## config.mk

```make
export PLATFORM = sky130hd
export DESIGN_NAME = hd_line_crc_inserter
export DESIGN_NICKNAME = d
export VERILOG_FILES = /design/src/rtl/hdcrc_pkg.sv /design/src/rtl/hdcrc_frame_tracker.sv /design/src/rtl/hdcrc_lane_accum.sv /design/src/rtl/hdcrc_slot_mux.sv /design/src/rtl/hd_line_crc_inserter.sv
export SDC_FILE = /design/constraint.sdc
export NUM_CORES = 1
export LEC_CHECK = 0
export BUFFER_PORTS_ARGS = -buffer_cell sky130_fd_sc_hd__buf_4
export CORE_ASPECT_RATIO = 0.7
export CORE_MARGIN = 4
export CORE_UTILIZATION = 35
export DETAILED_ROUTE_END_ITERATION = 7
export GPL_ROUTABILITY_DRIVEN = 0
export PLACE_DENSITY_LB_ADDON = 0.15
export RECOVER_POWER = 50
export SYNTH_ARGS = -nofsm -noshare
export SYNTH_HDL_FRONTEND = slang
export SYNTH_HIERARCHICAL = 1
export SYNTH_SLANG_ARGS = --single-unit
```

## constraint.sdc

```tcl
create_clock -name clk -period 2.35 [get_ports clk]
set_input_delay 0.1175 -clock clk [delete_from_list [all_inputs] [get_ports clk]]
set_output_delay 0.1175 -clock clk [all_outputs]
set_load 0.02 [all_outputs]
```

## src/rtl/hdcrc_pkg.sv

```systemverilog
package hdcrc_pkg;

  localparam int WORD_W = 10;
  localparam int CRC_W  = 18;
  localparam int HALF_W = CRC_W / 2;
  localparam int LANES  = 2;
  localparam int H_BIT  = 6;

  // generator terms below x^18: x^5 + x^4 + 1
  localparam logic [CRC_W-1:0] GEN_LOW = 18'h00031;

  typedef enum logic [2:0] {
    TL_IDLE,
    TL_LN0,
    TL_LN1,
    TL_CR0,
    TL_CR1
  } tail_t;

  // mirror the generator for a right-shifting, LSB-first register
  function automatic logic [CRC_W-1:0] mirror_gen(input logic [CRC_W-1:0] g);
    logic [CRC_W-1:0] m;
    m = '0;
    for (int k = 0; k < CRC_W; k++) begin
      m[CRC_W-1-k] = g[k];
    end
    return m;
  endfunction

  localparam logic [CRC_W-1:0] GEN_MIR = mirror_gen(GEN_LOW);

  // fold one word into the running checksum, bit 0 first
  function automatic logic [CRC_W-1:0] crc_fold(input logic [CRC_W-1:0] c,
                                                input logic [WORD_W-1:0] d);
    logic [CRC_W-1:0] r;
    logic             fb;
    r = c;
    for (int i = 0; i < WORD_W; i++) begin
      fb = r[0] ^ d[i];
      r  = r >> 1;
      if (fb) r = r ^ GEN_MIR;
    end
    return r;
  endfunction

  // a half checksum as a legal video word: top bit is the inverse of the next
  function automatic logic [WORD_W-1:0] slot_word(input logic [HALF_W-1:0] h);
    return {~h[HALF_W-1], h};
  endfunction

endpackage

```

## src/rtl/hdcrc_frame_tracker.sv

```systemverilog
module hdcrc_frame_tracker
  import hdcrc_pkg::*;
(
  input  logic clk,
  input  logic rst_n,
  input  logic trs_in,
  input  logic h_flag,
  output logic acc_en,
  output logic crc_clr,
  output logic ins_lo,
  output logic ins_hi
);

  logic [1:0] tcnt;
  tail_t      tail;
  logic       win_open;

  // event wires brought out for checks
  logic xyz_now;
  logic sav_xyz;
  logic eav_xyz;

  assign xyz_now = (tcnt == 2'd3) && !trs_in;
  assign sav_xyz = xyz_now && !h_flag;
  assign eav_xyz = xyz_now && h_flag && win_open;

  always_ff @(posedge clk or negedge rst_n) begin
    if (!rst_n) begin
      tcnt <= 2'd0;
    end else if (trs_in) begin
      tcnt <= 2'd1;
    end else if (tcnt != 2'd0) begin
      tcnt <= tcnt + 2'd1;
    end
  end

  always_ff @(posedge clk or negedge rst_n) begin
    if (!rst_n) begin
      tail <= TL_IDLE;
    end else if (eav_xyz) begin
      tail <= TL_LN0;
    end else begin
      case (tail)
        TL_LN0:  tail <= TL_LN1;
        TL_LN1:  tail <= TL_CR0;
        TL_CR0:  tail <= TL_CR1;
        default: tail <= TL_IDLE;
      endcase
    end
  end

  always_ff @(posedge clk or negedge rst_n) begin
    if (!rst_n) begin
      win_open <= 1'b0;
    end else if (sav_xyz) begin
      win_open <= 1'b1;
    end else if (tail == TL_LN1) begin
      win_open <= 1'b0;
    end
  end

  assign acc_en  = win_open;
  assign crc_clr = sav_xyz;
  assign ins_lo  = (tail == TL_CR0);
  assign ins_hi  = (tail == TL_CR1);


  xyz_after_strobe_chk: assert property (@(posedge clk) disable iff (!rst_n)
    xyz_now |-> $past(trs_in, 3));


  win_opens_chk: assert property (@(posedge clk) disable iff (!rst_n)
    sav_xyz |=> win_open);


  win_closes_chk: assert property (@(posedge clk) disable iff (!rst_n)
    (tail == TL_LN1 && !sav_xyz) |=> !win_open);


  slot_follows_eav_chk: assert property (@(posedge clk) disable iff (!rst_n)
    eav_xyz |-> ##3 ins_lo);


  no_slot_when_shut_chk: assert property (@(posedge clk) disable iff (!rst_n)
    (xyz_now && h_flag && !win_open && tail == TL_IDLE) |=> (tail == TL_IDLE));

endmodule

```

## src/rtl/hdcrc_lane_accum.sv

```systemverilog
module hdcrc_lane_accum
  import hdcrc_pkg::*;
#(
  parameter int DW = WORD_W,
  parameter int CW = CRC_W
) (
  input  logic          clk,
  input  logic          rst_n,
  input  logic          acc_en,
  input  logic          crc_clr,
  input  logic [DW-1:0] d_in,
  output logic [CW-1:0] crc
);

  always_ff @(posedge clk or negedge rst_n) begin
    if (!rst_n) begin
      crc <= '0;
    end else if (crc_clr) begin
      crc <= '0;
    end else if (acc_en) begin
      crc <= crc_fold(crc, d_in);
    end
  end


  clear_to_zero_chk: assert property (@(posedge clk) disable iff (!rst_n)
    crc_clr |=> (crc == '0));


  hold_outside_chk: assert property (@(posedge clk) disable iff (!rst_n)
    (!acc_en && !crc_clr) |=> $stable(crc));

endmodule

```

## src/rtl/hdcrc_slot_mux.sv

```systemverilog
module hdcrc_slot_mux
  import hdcrc_pkg::*;
#(
  parameter int DW = WORD_W,
  parameter int CW = CRC_W
) (
  input  logic          clk,
  input  logic          rst_n,
  input  logic          ins_lo,
  input  logic          ins_hi,
  input  logic [DW-1:0] d_in,
  input  logic [CW-1:0] crc,
  output logic [DW-1:0] d_out
);

  localparam int HW = CW / 2;

  logic [DW-1:0] lo_word;
  logic [DW-1:0] hi_word;

  assign lo_word = slot_word(crc[HW-1:0]);
  assign hi_word = slot_word(crc[CW-1:HW]);

  always_ff @(posedge clk or negedge rst_n) begin
    if (!rst_n) begin
      d_out <= '0;
    end else if (ins_lo) begin
      d_out <= lo_word;
    end else if (ins_hi) begin
      d_out <= hi_word;
    end else begin
      d_out <= d_in;
    end
  end


  pass_through_chk: assert property (@(posedge clk) disable iff (!rst_n)
    (!ins_lo && !ins_hi) |=> (d_out == $past(d_in)));


  slot_legal_chk: assert property (@(posedge clk) disable iff (!rst_n)
    (ins_lo || ins_hi) |=> (d_out[DW-1] != d_out[DW-2]));


  slot_exclusive_chk: assert property (@(posedge clk) disable iff (!rst_n)
    $onehot0({ins_lo, ins_hi}));

endmodule

```

## src/rtl/hd_line_crc_inserter.sv

```systemverilog
module hd_line_crc_inserter
  import hdcrc_pkg::*;
#(
  parameter int DW    = WORD_W,
  parameter int CW    = CRC_W,
  parameter int NLANE = LANES,
  parameter int HBIT  = H_BIT
) (
  input  logic          clk,
  input  logic          rst_n,
  input  logic          trs_in,
  input  logic [DW-1:0] y_in,
  input  logic [DW-1:0] c_in,
  output logic [DW-1:0] y_out,
  output logic [DW-1:0] c_out
);

  logic acc_en;
  logic crc_clr;
  logic ins_lo;
  logic ins_hi;

  logic [DW-1:0] lane_in  [NLANE];
  logic [DW-1:0] lane_out [NLANE];
  logic [CW-1:0] lane_crc [NLANE];

  assign lane_in[0] = y_in;
  assign lane_in[1] = c_in;
  assign y_out      = lane_out[0];
  assign c_out      = lane_out[1];

  hdcrc_frame_tracker u_track (
    .clk     (clk),
    .rst_n   (rst_n),
    .trs_in  (trs_in),
    .h_flag  (y_in[HBIT]),
    .acc_en  (acc_en),
    .crc_clr (crc_clr),
    .ins_lo  (ins_lo),
    .ins_hi  (ins_hi)
  );

  for (genvar g = 0; g < NLANE; g++) begin : g_lane
    hdcrc_lane_accum #(.DW(DW), .CW(CW)) u_acc (
      .clk     (clk),
      .rst_n   (rst_n),
      .acc_en  (acc_en),
      .crc_clr (crc_clr),
      .d_in    (lane_in[g]),
      .crc     (lane_crc[g])
    );

    hdcrc_slot_mux #(.DW(DW), .CW(CW)) u_mux (
      .clk    (clk),
      .rst_n  (rst_n),
      .ins_lo (ins_lo),
      .ins_hi (ins_hi),
      .d_in   (lane_in[g]),
      .crc    (lane_crc[g]),
      .d_out  (lane_out[g])
    );
  end


  lanes_in_step_chk: assert property (@(posedge clk) disable iff (!rst_n)
    ins_lo |=> ins_hi);

endmodule

```

==> qor.csv, run 1 <==
stage;metric;value;unit
power;switching_share;0.352;
grt;grt_start_max_net_pins;63;
clock_network;cts.sinks;62;
synthesis;synthTopCellsByArea;dfrtp_1 45%, xnor3_1 10%, mux2i_1 8.4%;
timing;slew_violations;0;
routing;finalWirelength;7760;um
final_layout;diodes;0;
clock_network;cts_max_level;3;
synthesis;synth_area_leader_cell;dfrtp_1;
die;die_h;91.1;um
synthesis;synth_nets;313;
synthesis;synth_top_family_by_area;XOR/XNOR gates;
power;ir_drop;430;uV
critical_path;critPathRequiredTime;2.58;ns
routing;vias;2223;
routing;dr.pass1.iters;4;
routing;drtIter0Drc;137;
critical_path;reg2reg_slack;0.69;ns
place;portBuffers;42;
power;p_clk_frac;0.249;
critical_path;critPathLaunchType;register;
critical_path;end_kind;register;
hold_path;holdCritPathClass;input port to register;
clock_network;clkLatencyLatePin;0.33;ns
power;power-per-cell-area;1490;mW/mm2
die;rows;30;
power;power_frac_comb;0.418;
timing;setup_ws;0.690;ns
synthesis;yosysTopAreaCellShare;0.449;
hold_path;min_delay_path_depth;3;
synthesis;yosys.area_share.simple;0.123;
synthesis;yosysWarnings;6;
clock_network;cts_made_buffers;9;
power;p_leak;1.80;nW
flow_run;max-cap-violations;0;
clock_network;cts_buffer_depth;2;
die;core_area;0.00965;mm2
synthesis;synth_cells;288;
routing;drcViolationCount;0;
critical_path;critPathArrivalTime;1.89;ns
power;p_switching;0.00219;W
power;seqPwrFrac;0.332;
synthesis;synth-edff-count;0;
die;dieArea;0.0115;mm2
timing;skew;0.00570;ns
die;initial_core_util;0.358;
final_layout;drive_gt1_frac;0.175;
grt;first_global_vias;2299;
grt;grt.overflow.total;0;
timing;fin_crit_sh;0.706;
final_layout;fin_nets;357;
power;total_power;0.00623;W
routing;post_drt_wl_per_cell;16.7;um
place;place_ws;0.718;ns
place;dp_hpwl;5210;um
clock_network;postCtsSetupBuffers;0;
timing;hold_violations;0;
die;io_pins;43;
clock_network;cts_tree;yes;
synthesis;avgSynthCellArea;12.0;um2
power;internal-power;0.00404;W
timing;tightest_slew;0.802;ns
timing;final.min_clock_period;1.66;ns
critical_path;rr_worst_depth;5;
synthesis;synth-xor-area-share;0.211;
clock_network;root_buffer;clkbuf_16;
place;place_inst;447;
synthesis;synth-async-reset-ratio;1.00;
critical_path;crit_fanout;7;
synthesis;synth_fa_ha_area_frac;0.00725;
final_layout;syn_to_final_growth;21.3;%
timing;tns;0;ns
synthesis;synth_cell_types;33;
grt;antenna_found_initial;0;
timing;worst_slew_margin_rel;0.465;
status;outcome;complete, no violations;
synthesis;synth-seq-cells;62;
synthesis;syn-cell-area;0.00345;mm2
synthesis;synth_flop_cell;dfrtp_1;
grt;grtUsageTotal;0.146;
critical_path;critPathKind;register to register;
final_layout;instances_no_fill;465;
synthesis;synthMuxAreaShare;0.0841;
routing;via_per_inst;4.78;
synthesis;yosysSeqAreaShare;0.449;
timing;rsz0062_at_grt;false;
timing;setup_viol;0;
grt;grt_pass1_wl;13000;um
routing;ant_nets;0;
synthesis;synth-compound-area-share;0.0986;
clock_network;clk_pin_slew_worst_paths;0.05;ns
die;die_x;127;um
timing;clock.fmax;602;MHz
==> cell families (layout without fill, tap and decap cells) <==
kind of cell,count (synthesis),count (layout)
muxes,29,29
buffers and inverters,18,67
DFF,62,62
adders and majority gates,2,2
and+or+nand+nor,84,84
xor gates and xnor gates,46,46
AOI/OAI and AO/OA,47,47
==> routing by layer <==
layer,up-vias,share of wire,track usage
met5,-,0,0
met4,0,0.010,0.0509
met3,7,0.036,0.0382
met2,45,0.39,0.185
met1,1071,0.56,0.233
li1,1100,-,-
==> per-stage QoR <==
stage          instance area (um2)  hold slack (ns)  utilization
3_3_place_gp                  3890            0.282        0.404
5_1_grt                       4190            0.132        0.434
4_1_cts                       4260            0.105        0.442
3_5_place_dp                  3890            0.281        0.404
2_1_floorplan                 3450           -0.178            -
6_report                      4190            0.116        0.434
==> worst max-delay path: stages (launching register included) <==
cell	delay [ns]
dfrtp_1	0.41
ha_1	0.22
nor3b_2	0.17
nor2b_1	0.41
nand2_1	0.14
o221ai_1	0.22
==> Yosys cell counts (6+ instances only) <==
| library cell | instances |
|---|---|
| xor2_1 | 7 |
| buf_2 | 8 |
| clkbuf_1 | 6 |
| dfrtp_1 | 62 |
| o21ai_0 | 18 |
| nor2_1 | 29 |
| xnor2_1 | 13 |
| a211oi_1 | 14 |
| nand2b_1 | 11 |
| xnor3_1 | 16 |
| mux2i_1 | 29 |
| nand2_1 | 22 |
| o221ai_1 | 8 |
| nand3_1 | 6 |
==> area by class of cell <==
| class | instances | area (um2) |
|---|---|---|
| Timing Repair Buffer | 49 | 298 |
| Fill cell | 920 | 5460 |
| Clock inverter | 3 | 90.1 |
| Sequential cell | 62 | 1550 |
| Multi-Input combinational cell | 208 | 1820 |
| Inverter | 2 | 7.51 |
| Clock buffer | 13 | 260 |
| Tap cell | 128 | 160 |
==> path summary, 6_finish.rpt <==
| check | to | startpoint |
|---|---|---|
| worst min register to register | u_track/tail[1]$_DFF_PN0_ | u_track/tail[2]$_DFF_PN0_ |
| max in group asynchronous | u_track/acc_en$_DFFE_PN0P_ | rst_n |
| worst min-delay path | g_lane[1].u_mux/d_out[5]$_DFF_PN0_ | c_in[5] |
| worst max-delay path | g_lane[0].u_acc/crc[4]$_DFFE_PN0P_ | u_track/tcnt[0]$_DFFE_PN0P_ |
| worst max register to register | g_lane[0].u_acc/crc[4]$_DFFE_PN0P_ | u_track/tcnt[0]$_DFFE_PN0P_ |
| min in group asynchronous | g_lane[1].u_mux/d_out[6]$_DFF_PN0_ | rst_n |
==> state kept, by name, indices dropped and copies added (netlist names) <==
signal / cells
g_lane.u_acc/crc: 36
u_track/tail: 3
u_track/acc_en: 1
u_track/tcnt: 2
g_lane.u_mux/d_out: 20
==> power groups by stage <==
stage               clock, W  combinational [W]  sequential (W)
floorplan                  0            0.00196         0.00210
global placement           0            0.00270         0.00208
detailed placement         0            0.00271         0.00208
CTS                  0.00159            0.00274         0.00207
global route         0.00164            0.00285         0.00215
finish               0.00155            0.00261         0.00207
==> layout by cell type (no fill, tap or decap), drive strengths merged <==
cell type	netlist	layout
buf	10	27
mux2i	29	29
nor2	29	29
or2b	1	1
o221ai	8	8
ha	2	2
nand2b	11	11
clkbuf	6	33
nor2b	5	5
a211oi	18	18
and2b	2	2
and3b	1	1
a21o	1	1
dfrtp	62	62
xor2	9	9
xnor3	16	16
nor3b	2	2
nand3b	2	2
or3b	1	1
nand2	22	22
xor3	4	4
xnor2	17	17
and4b	1	1
dlygate4sd3	0	2
inv	2	2
o31a	2	2
o21ai	18	18
nand3	6	6
bufinv	0	3
nor3	1	1
==> repair_timing <==
| item | CTS | global route |
|---|---|---|
| hold buffers | 2 | 0 |
| gates resized for setup | 0 | 0 |
| endpoints found under the hold margin | 63 | 0 |
(Power assumes the default switching activity.)
==> run 2: changes to the inputs <==
--- a/config.mk
+++ b/config.mk
@@ -5,6 +5,7 @@
 export SDC_FILE = /design/constraint.sdc
 export NUM_CORES = 1
 export LEC_CHECK = 0
+export ABC_AREA = 1
 export BUFFER_PORTS_ARGS = -buffer_cell sky130_fd_sc_hd__buf_4
 export CORE_ASPECT_RATIO = 0.7
 export CORE_MARGIN = 4
==> constraint.sdc (replaced) <==
create_clock -name clk -period 1.7 [get_ports clk]
set_input_delay 0.085 -clock clk [delete_from_list [all_inputs] [get_ports clk]]
set_output_delay 0.085 -clock clk [all_outputs]
set_load 0.02 [all_outputs]
==> run 2 against run 1 <==
Total power is 25% higher; area after synthesis increased by 8.6%; fmax increased by 2.8%; final area increased by 8.4%.
==> qor.csv, run 2 <==
stage;metric;value;unit;change
grt;grt_start_max_net_pins;51;;-19%
final_layout;fin_nets;666;;+87%
critical_path;reg2reg_slack;0.08;ns;-0.61 ns
synthesis;yosysSeqAreaShare;0.414;;-0.0357
die;dieArea;0.0125;mm2;+8.0%
routing;vias;3668;;+65%
synthesis;synth_common_cells;309 x nand2_1, 90 x inv_1, 62 x dfrtp_1;;
timing;setup_viol;0;;unchanged
timing;slew_violations;0;;unchanged
timing;holdWs;0.0691;ns;-0.0473 ns
final_layout;fill_cells;1140;;+24%
critical_path;critPathRequiredTime;1.89;ns;-0.69 ns
synthesis;synth-async-reset-ratio;1.00;;unchanged
power;p_leak;2.63;nW;+46%
synthesis;syn-cell-area;0.00375;mm2;+8.6%
routing;finalWirelength;10700;um;+37%
critical_path;critical_path.cell_chain;ha_1 -> nand2_2 -> or2_1 -> inv_1 -> buf_4 -> nor2_4 -> buf_12 -> inv_1 -> o22ai_1;;
critical_path;end_kind;register;;
die;initial_core_util;0.361;;+0.00288
final_layout;utilization;0.437;;+0.00258
grt;grtUsageTotal;0.178;;+0.0323
clock_network;cts.sinks;62;;unchanged
die;io_pins;43;;unchanged
synthesis;synthTopCellsByArea;dfrtp_1 41%, nand2_1 31%, inv_1 9.0%;;
die;core_area;0.0104;mm2;+7.8%
synthesis;post-synth-top-count-cell;nand2_1;;
timing;skew;0.00693;ns;+0.00123 ns
routing;drcViolationCount;0;;unchanged
power;power-per-cell-area;1720;mW/mm2;+16%
timing;fin_crit_sh;0.950;;+0.244
final_layout;instances_no_fill;777;;+67%
power;ir_drop;628;uV;+46%
final_layout;regMostFlops;g_lane.u_acc/crc;;
place;place_inst;760;;+70%
synthesis;yosysWarnings;6;;unchanged
critical_path;crit_fanout;16;;+9
hold_path;min_delay_path_depth;5;;+2
grt;grt.overflow.total;0;;unchanged
critical_path;critPathArrivalTime;1.81;ns;-0.08 ns
critical_path;slowest_delay;0.40;ns;about the same
final_layout;diodes;0;;unchanged
clock_network;cts_tree;yes;;
timing;rsz0062_at_grt;false;;
routing;ant_nets;0;;unchanged
hold_path;holdCritPathClass;input port to register;;
clock_network;cts_made_buffers;9;;unchanged
critical_path;crit_top_cell;inv_1;;
final_layout;mostFrequentLayoutCells;309 x nand2_1, 90 x inv_1, 62 x dfrtp_1, 60 x nand3_1, 43 x buf_4;;
synthesis;synth_nets;605;;+93%
final_layout;drive_gt1_frac;0.113;;-0.0619
synthesis;synth_cell_types;21;;-36%
timing;final.min_clock_period;1.62;ns;-0.0445 ns
timing;tns;0;ns;unchanged
die;rows;31;;+3.3%
synthesis;synth-edff-count;0;;unchanged
clock_network;root_buffer;clkbuf_16;;
timing;worst_slew_margin_rel;0.467;;+0.00152
critical_path;critPathTopFamily;buffers and inverters;;
critical_path;rr_worst_depth;9;;+4
critical_path;rr_endpoint;g_lane[1].u_acc/crc[17]$_DFFE_PN0P_;;
clock_network;clk_pin_slew_worst_paths;0.05;ns;about the same
flow_run;max-cap-violations;0;;unchanged
routing;via_per_inst;4.72;;-1.3%
synthesis;synth_flop_cell;dfrtp_1;;
final_layout;syn_to_final_growth;21.0;%;
place;portBuffers;42;;unchanged
synthesis;synth_cells;580;;+100%
final_layout;final_common_cell;nand2_1;;
place;dp_hpwl;7900;um;+52%
clock_network;cts_buffer_depth;2;;unchanged
final_layout;top_regs;g_lane.u_acc/crc x36, g_lane.u_mux/d_out x20, u_track/tail x3;;
grt;antenna_found_initial;0;;unchanged
power;total_power;0.00780;W;+25%
routing;post_drt_wl_per_cell;13.7;um;-18%
routing;drtIter0Drc;365;;+170%
die;die_x;132;um;+4.0%
timing;hold_violations;0;;unchanged
clock_network;clkLatencyLatePin;0.33;ns;about the same
timing;clock.fmax;619;MHz;+2.8%
critical_path;critPathKind;register to register;;
die;die_h;94.6;um;+3.9%
critical_path;critical_path.slowest_cell;dfrtp_1;;
synthesis;synth_area_leader_cell;dfrtp_1;;
timing;tightest_slew;0.800;ns;-0.00228 ns
synthesis;avgSynthCellArea;6.47;um2;-46%
critical_path;critPathLaunchType;register;;
clock_network;cts_max_level;3;;unchanged
critical_path;critPathBufInv;4;;+4
final_layout;largest_reg_flops;36;;unchanged
critical_path;r2r-start;u_track/tcnt[0]$_DFFE_PN0P_;;
hold_path;hp-start;y_in[8];;
hold_path;hold_end;g_lane[0].u_mux/d_out[8]$_DFF_PN0_;;
synthesis;yosysTopAreaCellShare;0.414;;-0.0357
grt;grt_pass1_wl;17300;um;+33%
grt;first_global_vias;3340;;+45%
routing;dr.pass1.iters;5;;+1
status;outcome;complete, no violations;;
synthesis;synth-seq-cells;62;;unchanged
## run 2: report_power, final
part	total [W]	internal [W]	switching, W
sequential	0.00264	0.00210	0.000531
combinational	0.00347	0.00122	0.00225
clock	0.00169	0.00106	0.000636
## run 2: worst max-delay path by stage
stage,from,end,slack (ns),cells after the start
global route,u_track/tcnt[0]$_DFFE_PN0P_,g_lane[1].u_acc/crc[16]$_DFFE_PN0P_,0.007,9
finish,u_track/tcnt[0]$_DFFE_PN0P_,g_lane[1].u_acc/crc[17]$_DFFE_PN0P_,0.08,9
CTS,u_track/tcnt[0]$_DFFE_PN0P_,g_lane[1].u_acc/crc[17]$_DFFE_PN0P_,0.09,9
detailed placement,u_track/tcnt[0]$_DFFE_PN0P_,g_lane[1].u_acc/crc[17]$_DFFE_PN0P_,0.12,9
global placement,u_track/tcnt[0]$_DFFE_PN0P_,g_lane[1].u_acc/crc[17]$_DFFE_PN0P_,0.16,9
floorplan,u_track/tcnt[0]$_DFFE_PN0P_,g_lane[0].u_acc/crc[1]$_DFFE_PN0P_,0.21,8
## run 2: logic make-up after synthesis
kind of cell / Yosys count / synth area share
AO/OA/AOI/OAI: 24 / 0.0347
XOR/XNOR: 2 / 0.00467
adder cells (fa/ha/maj): 2 / 0.00667
buffers and inverters: 107 / 0.124
flip-flops: 62 / 0.414
AND/OR/NAND/NOR: 383 / 0.417
## run 2: worst min-delay path: cells and delay by family
| family | cells | cell delay, ns |
|---|---|---|
| and+or+nand+nor | 4 | 0.18 |
| buffers and inverters | 1 | 0.10 |
## run 2: layer usage
metal	part of all wire	track usage	up-vias
li1	-	-	1875
met1	0.54	0.280	1674
met2	0.39	0.239	105
met3	0.057	0.0431	14
met4	0.0097	0.0455	0
met5	0	0	-
## run 2: cell type report
cell class	instances	area, um2	share of cell area
flip-flops and latches	62	1550	0.342
inverters	99	382	0.0841
multi-input cells	411	1740	0.383
repair buffers	58	432	0.0951
clock buffers	14	264	0.0582
well taps	132	165	0.0364
clock inverters	1	5.00	0.00110
## run 2: timing repair
item	4_1_cts	5_1_grt
buffers inserted	0	0
hold buffers	2	0
hold endpoints to repair	63	0
gates resized for setup	0	0
## run 2: stage by stage
stage / instance area, um2 / worst slack [ns]
after CTS: 4590 / 0.0949
after global placement: 4300 / 0.160
after global routing: 4540 / 0.00750
after detailed placement: 4300 / 0.115
final: 4540 / 0.0845
after floorplan: 3750 / 0.212
==> run 3: changes to the inputs <==
--- a/config.mk
+++ b/config.mk
@@ -16,5 +16,4 @@
 export RECOVER_POWER = 50
 export SYNTH_ARGS = -nofsm -noshare
 export SYNTH_HDL_FRONTEND = slang
-export SYNTH_HIERARCHICAL = 1
 export SYNTH_SLANG_ARGS = --single-unit
==> run 3 against run 2 <==
Setup slack better by 0.17 ns; count of clock-buffer cells in the layout is 2 lower; first-iteration DRC count fell by 12%; global-route usage fell by 0.32 points; largest cell class unchanged; highest routed layer unchanged.
==> qor.csv, run 3 <==
stage;metric;value;unit;change
status;outcome;complete, no violations;;
synthesis;synth_area_leader_cell;dfrtp_1;;
final_layout;mostFrequentLayoutCells;238 x nand2_1, 62 x dfrtp_1, 51 x inv_1, 37 x nand3_1, 35 x buf_4;;
critical_path;critPathLaunchType;register;;
power;power_frac_comb;0.440;;-0.005
final_layout;syn_to_final_growth;20.7;%;
hold_path;min_delay_path_depth;3;;-2
critical_path;path_depth;6;;-3
grt;grtUsageTotal;0.175;;-0.00316
final_layout;fill_cells;1033;;-9.4%
critical_path;critPathKind;register to register;;
power;internal-power;0.00452;W;+3.2%
routing;via_per_inst;4.96;;+5.1%
synthesis;synth_cells;492;;-15%
critical_path;reg2reg_slack;0.25;ns;+0.17 ns
routing;finalWirelength;9770;um;-8.5%
grt;antenna_found_initial;0;;unchanged
synthesis;synth_cell_types;27;;+29%
clock_network;cts_made_buffers;9;;unchanged
critical_path;end_kind;register;;
synthesis;post-synth-top-count-cell;nand2_1;;
timing;setup_viol;0;;unchanged
final_layout;largest_reg_flops;36;;unchanged
final_layout;regMostFlops;g_lane.u_acc.crc;;
critical_path;critPathTopFamily;flip-flops;;
clock_network;cts.repair.resized;0;;unchanged
clock_network;postCtsSetupBuffers;0;;unchanged
final_layout;fin_nets;566;;-15%
clock_network;clkLatencyLatePin;0.33;ns;about the same
grt;grt_start_max_net_pins;41;;-20%
die;core_area;0.00976;mm2;-6.1%
clock_network;cts_tree;yes;;
synthesis;synth_nets;517;;-15%
hold_path;holdCritPathClass;input port to register;;
final_layout;fin_area;0.00427;mm2;-5.8%
clock_network;cts_buffer_depth;2;;unchanged
timing;slew_violations;0;;unchanged
routing;drtIter0Drc;321;;-12%
synthesis;yosysTopAreaCellShare;0.438;;+0.0247
critical_path;critPathBufInv;1;;-3
synthesis;synth_common_cells;238 x nand2_1, 62 x dfrtp_1, 51 x inv_1;;
timing;fin_crit_sh;0.851;;-0.0993
synthesis;synth-edff-count;0;;unchanged
critical_path;slowest_delay;0.40;ns;about the same
routing;vias;3344;;-8.8%
clock_network;clk_pin_slew_worst_paths;0.06;ns;about the same
routing;drcViolationCount;0;;unchanged
place;dp_hpwl;6940;um;-12%
timing;rsz0062_at_grt;false;;
die;rows;30;;-3.2%
final_layout;diodes;0;;unchanged
synthesis;synth-async-reset-ratio;1.00;;unchanged
final_layout;drive_gt1_frac;0.128;;+0.0150
clock_network;cts.sinks;62;;unchanged
power;switching_share;0.436;;-0.00273
die;die_x;128;um;-2.7%
synthesis;yosysWarnings;0;;-6
timing;tightest_slew;0.898;ns;+0.0975 ns
die;dieArea;0.0118;mm2;-5.2%
timing;final.min_clock_period;1.45;ns;-0.169 ns
power;p_switching;0.00349;W;+2.0%
place;place_area;0.00399;mm2;-7.1%
timing;skew;0.00590;ns;-0.00102 ns
timing;worst_slew_margin_rel;0.402;;-0.0650
power;p_clk_frac;0.234;;+0.017
power;ir_drop;804;uV;+28%
die;io_pins;43;;unchanged
grt;grt.overflow.total;0;;unchanged
place;portBuffers;42;;unchanged
critical_path;crit_fanout;25;;+9
timing;holdWs;0.0435;ns;-0.0256 ns
die;die_h;92.1;um;-2.6%
power;total_power;0.00800;W;+2.7%
clock_network;cts_max_level;3;;unchanged
synthesis;avgSynthCellArea;7.19;um2;+11%
flow_run;max-cap-violations;0;;unchanged
routing;ant_nets;0;;unchanged
critical_path;rr_worst_depth;6;;-3
power;seqPwrFrac;0.326;;-0.012
synthesis;synthTopCellsByArea;dfrtp_1 44%, nand2_1 25%, inv_1 5.4%;;
critical_path;critPathRequiredTime;1.95;ns;+0.06 ns
routing;dr.pass1.iters;5;;unchanged
timing;clock.fmax;691;MHz;+12%
final_layout;final_common_cell;nand2_1;;
synthesis;syn-cell-area;0.00354;mm2;-5.6%
final_layout;utilization;0.438;;+0.00126
timing;tns;0;ns;unchanged
grt;grt_pass1_wl;15900;um;-8.2%
final_layout;top_regs;g_lane.u_acc.crc x36, g_lane.u_mux.d_out x20, u_track.tail x3;;
critical_path;critical_path.slowest_cell;dfrtp_1;;
timing;hold_violations;0;;unchanged
power;power-per-cell-area;1870;mW/mm2;+9.0%
critical_path;critPathArrivalTime;1.70;ns;-0.11 ns
critical_path;critical_path.cell_chain;ha_1 -> nand3b_4 -> nand2_4 -> inv_4 -> nand3_1 -> o21ai_0;;
synthesis;yosysSeqAreaShare;0.438;;+0.0247
synthesis;synth-seq-cells;62;;unchanged
die;initial_core_util;0.363;;+0.00184
power;p_leak;2.30;nW;-13%
synthesis;synth_flop_cell;dfrtp_1;;
routing;post_drt_wl_per_cell;14.5;um;+5.5%
clock_network;root_buffer;clkbuf_16;;
grt;first_global_vias;3037;;-9.1%
==> run 3: cell types whose count changed after synthesis, moves of 4 or more <==
cell / delta
nor2_4: -4
xor2_1: +4
nand3_2: +5
nor2_1: +7
o211ai_1: +15
nand2_1: -71
o21ai_2: +5
inv_1: -39
buf_2: +5
nand3_1: -23
o21ai_0: +10
inv_2: -7
==> run 3: metrics by stage <==
stage	setup WS (ns)	std cells
floorplan	0.475	492
global placement	0.282	656
detailed placement	0.244	656
CTS	0.249	674
global route	0.167	674
finish	0.253	674
==> run 3: cell type report <==
| class | instances | area [um2] | area share |
|---|---|---|---|
| Clock buffer | 12 | 256 | 0.0600 |
| Clock inverter | 4 | 45.0 | 0.0105 |
| Multi-Input combinational cell | 365 | 1690 | 0.395 |
| Sequential cell | 62 | 1550 | 0.363 |
| Tap cell | 128 | 160 | 0.0375 |
| Inverter | 53 | 206 | 0.0483 |
| Timing Repair Buffer | 50 | 365 | 0.0855 |
==> run 3: power groups by stage <==
stage	Sequential [W]	Clock (W)	Combinational, W
after floorplan	0.00271	0	0.00240
after global placement	0.00261	0	0.00351
after detailed placement	0.00262	0	0.00356
after CTS	0.00260	0.00191	0.00359
after global routing	0.00269	0.00197	0.00401
final	0.00261	0.00188	0.00352
==> run 3: what timing repair did <==
item                                   CTS  global route
endpoints found under the hold margin   32             0
hold buffers                             2             0
setup endpoints to repair                0             0
==> run 3: path summary, 6_finish.rpt <==
kind / start / endpoint
setup / recovery: u_track.tcnt[0]$_DFFE_PN0P_ / g_lane[1].u_acc.crc[3]$_DFFE_PN0P_
hold / removal: y_in[8] / g_lane[0].u_mux.d_out[8]$_DFF_PN0_
setup reg to reg: u_track.tcnt[0]$_DFFE_PN0P_ / g_lane[1].u_acc.crc[3]$_DFFE_PN0P_
hold reg to reg: g_lane[1].u_acc.crc[4]$_DFFE_PN0P_ / g_lane[1].u_acc.crc[4]$_DFFE_PN0P_
max in group asynchronous: rst_n / g_lane[0].u_mux.d_out[9]$_DFF_PN0_
min in group asynchronous: rst_n / g_lane[1].u_acc.crc[7]$_DFFE_PN0P_
==> run 3: per-layer routing <==
layer,up-vias,track usage,wire length (um)
li1,1656,-,-
met1,1588,0.276,5200
met2,92,0.224,3900
met3,8,0.0483,562
met4,0,0.0565,101
met5,-,0,0
==> run 3: kinds of logic (layout without fill, tap and decap cells) <==
family | Yosys count | after routing | share of synthesized area
simple gates | 296 | 296 | 0.347
xor+xnor | 8 | 8 | 0.0198
compound gates | 59 | 59 | 0.103
buf+inv | 65 | 119 | 0.0845
fa+ha+maj | 2 | 2 | 0.00707
flops | 62 | 62 | 0.438
==> run 3: worst min-delay path, stage by stage <==
cell and delay, ns:
buf_4 0.10, o211ai_1 0.08, o21ai_0 0.07
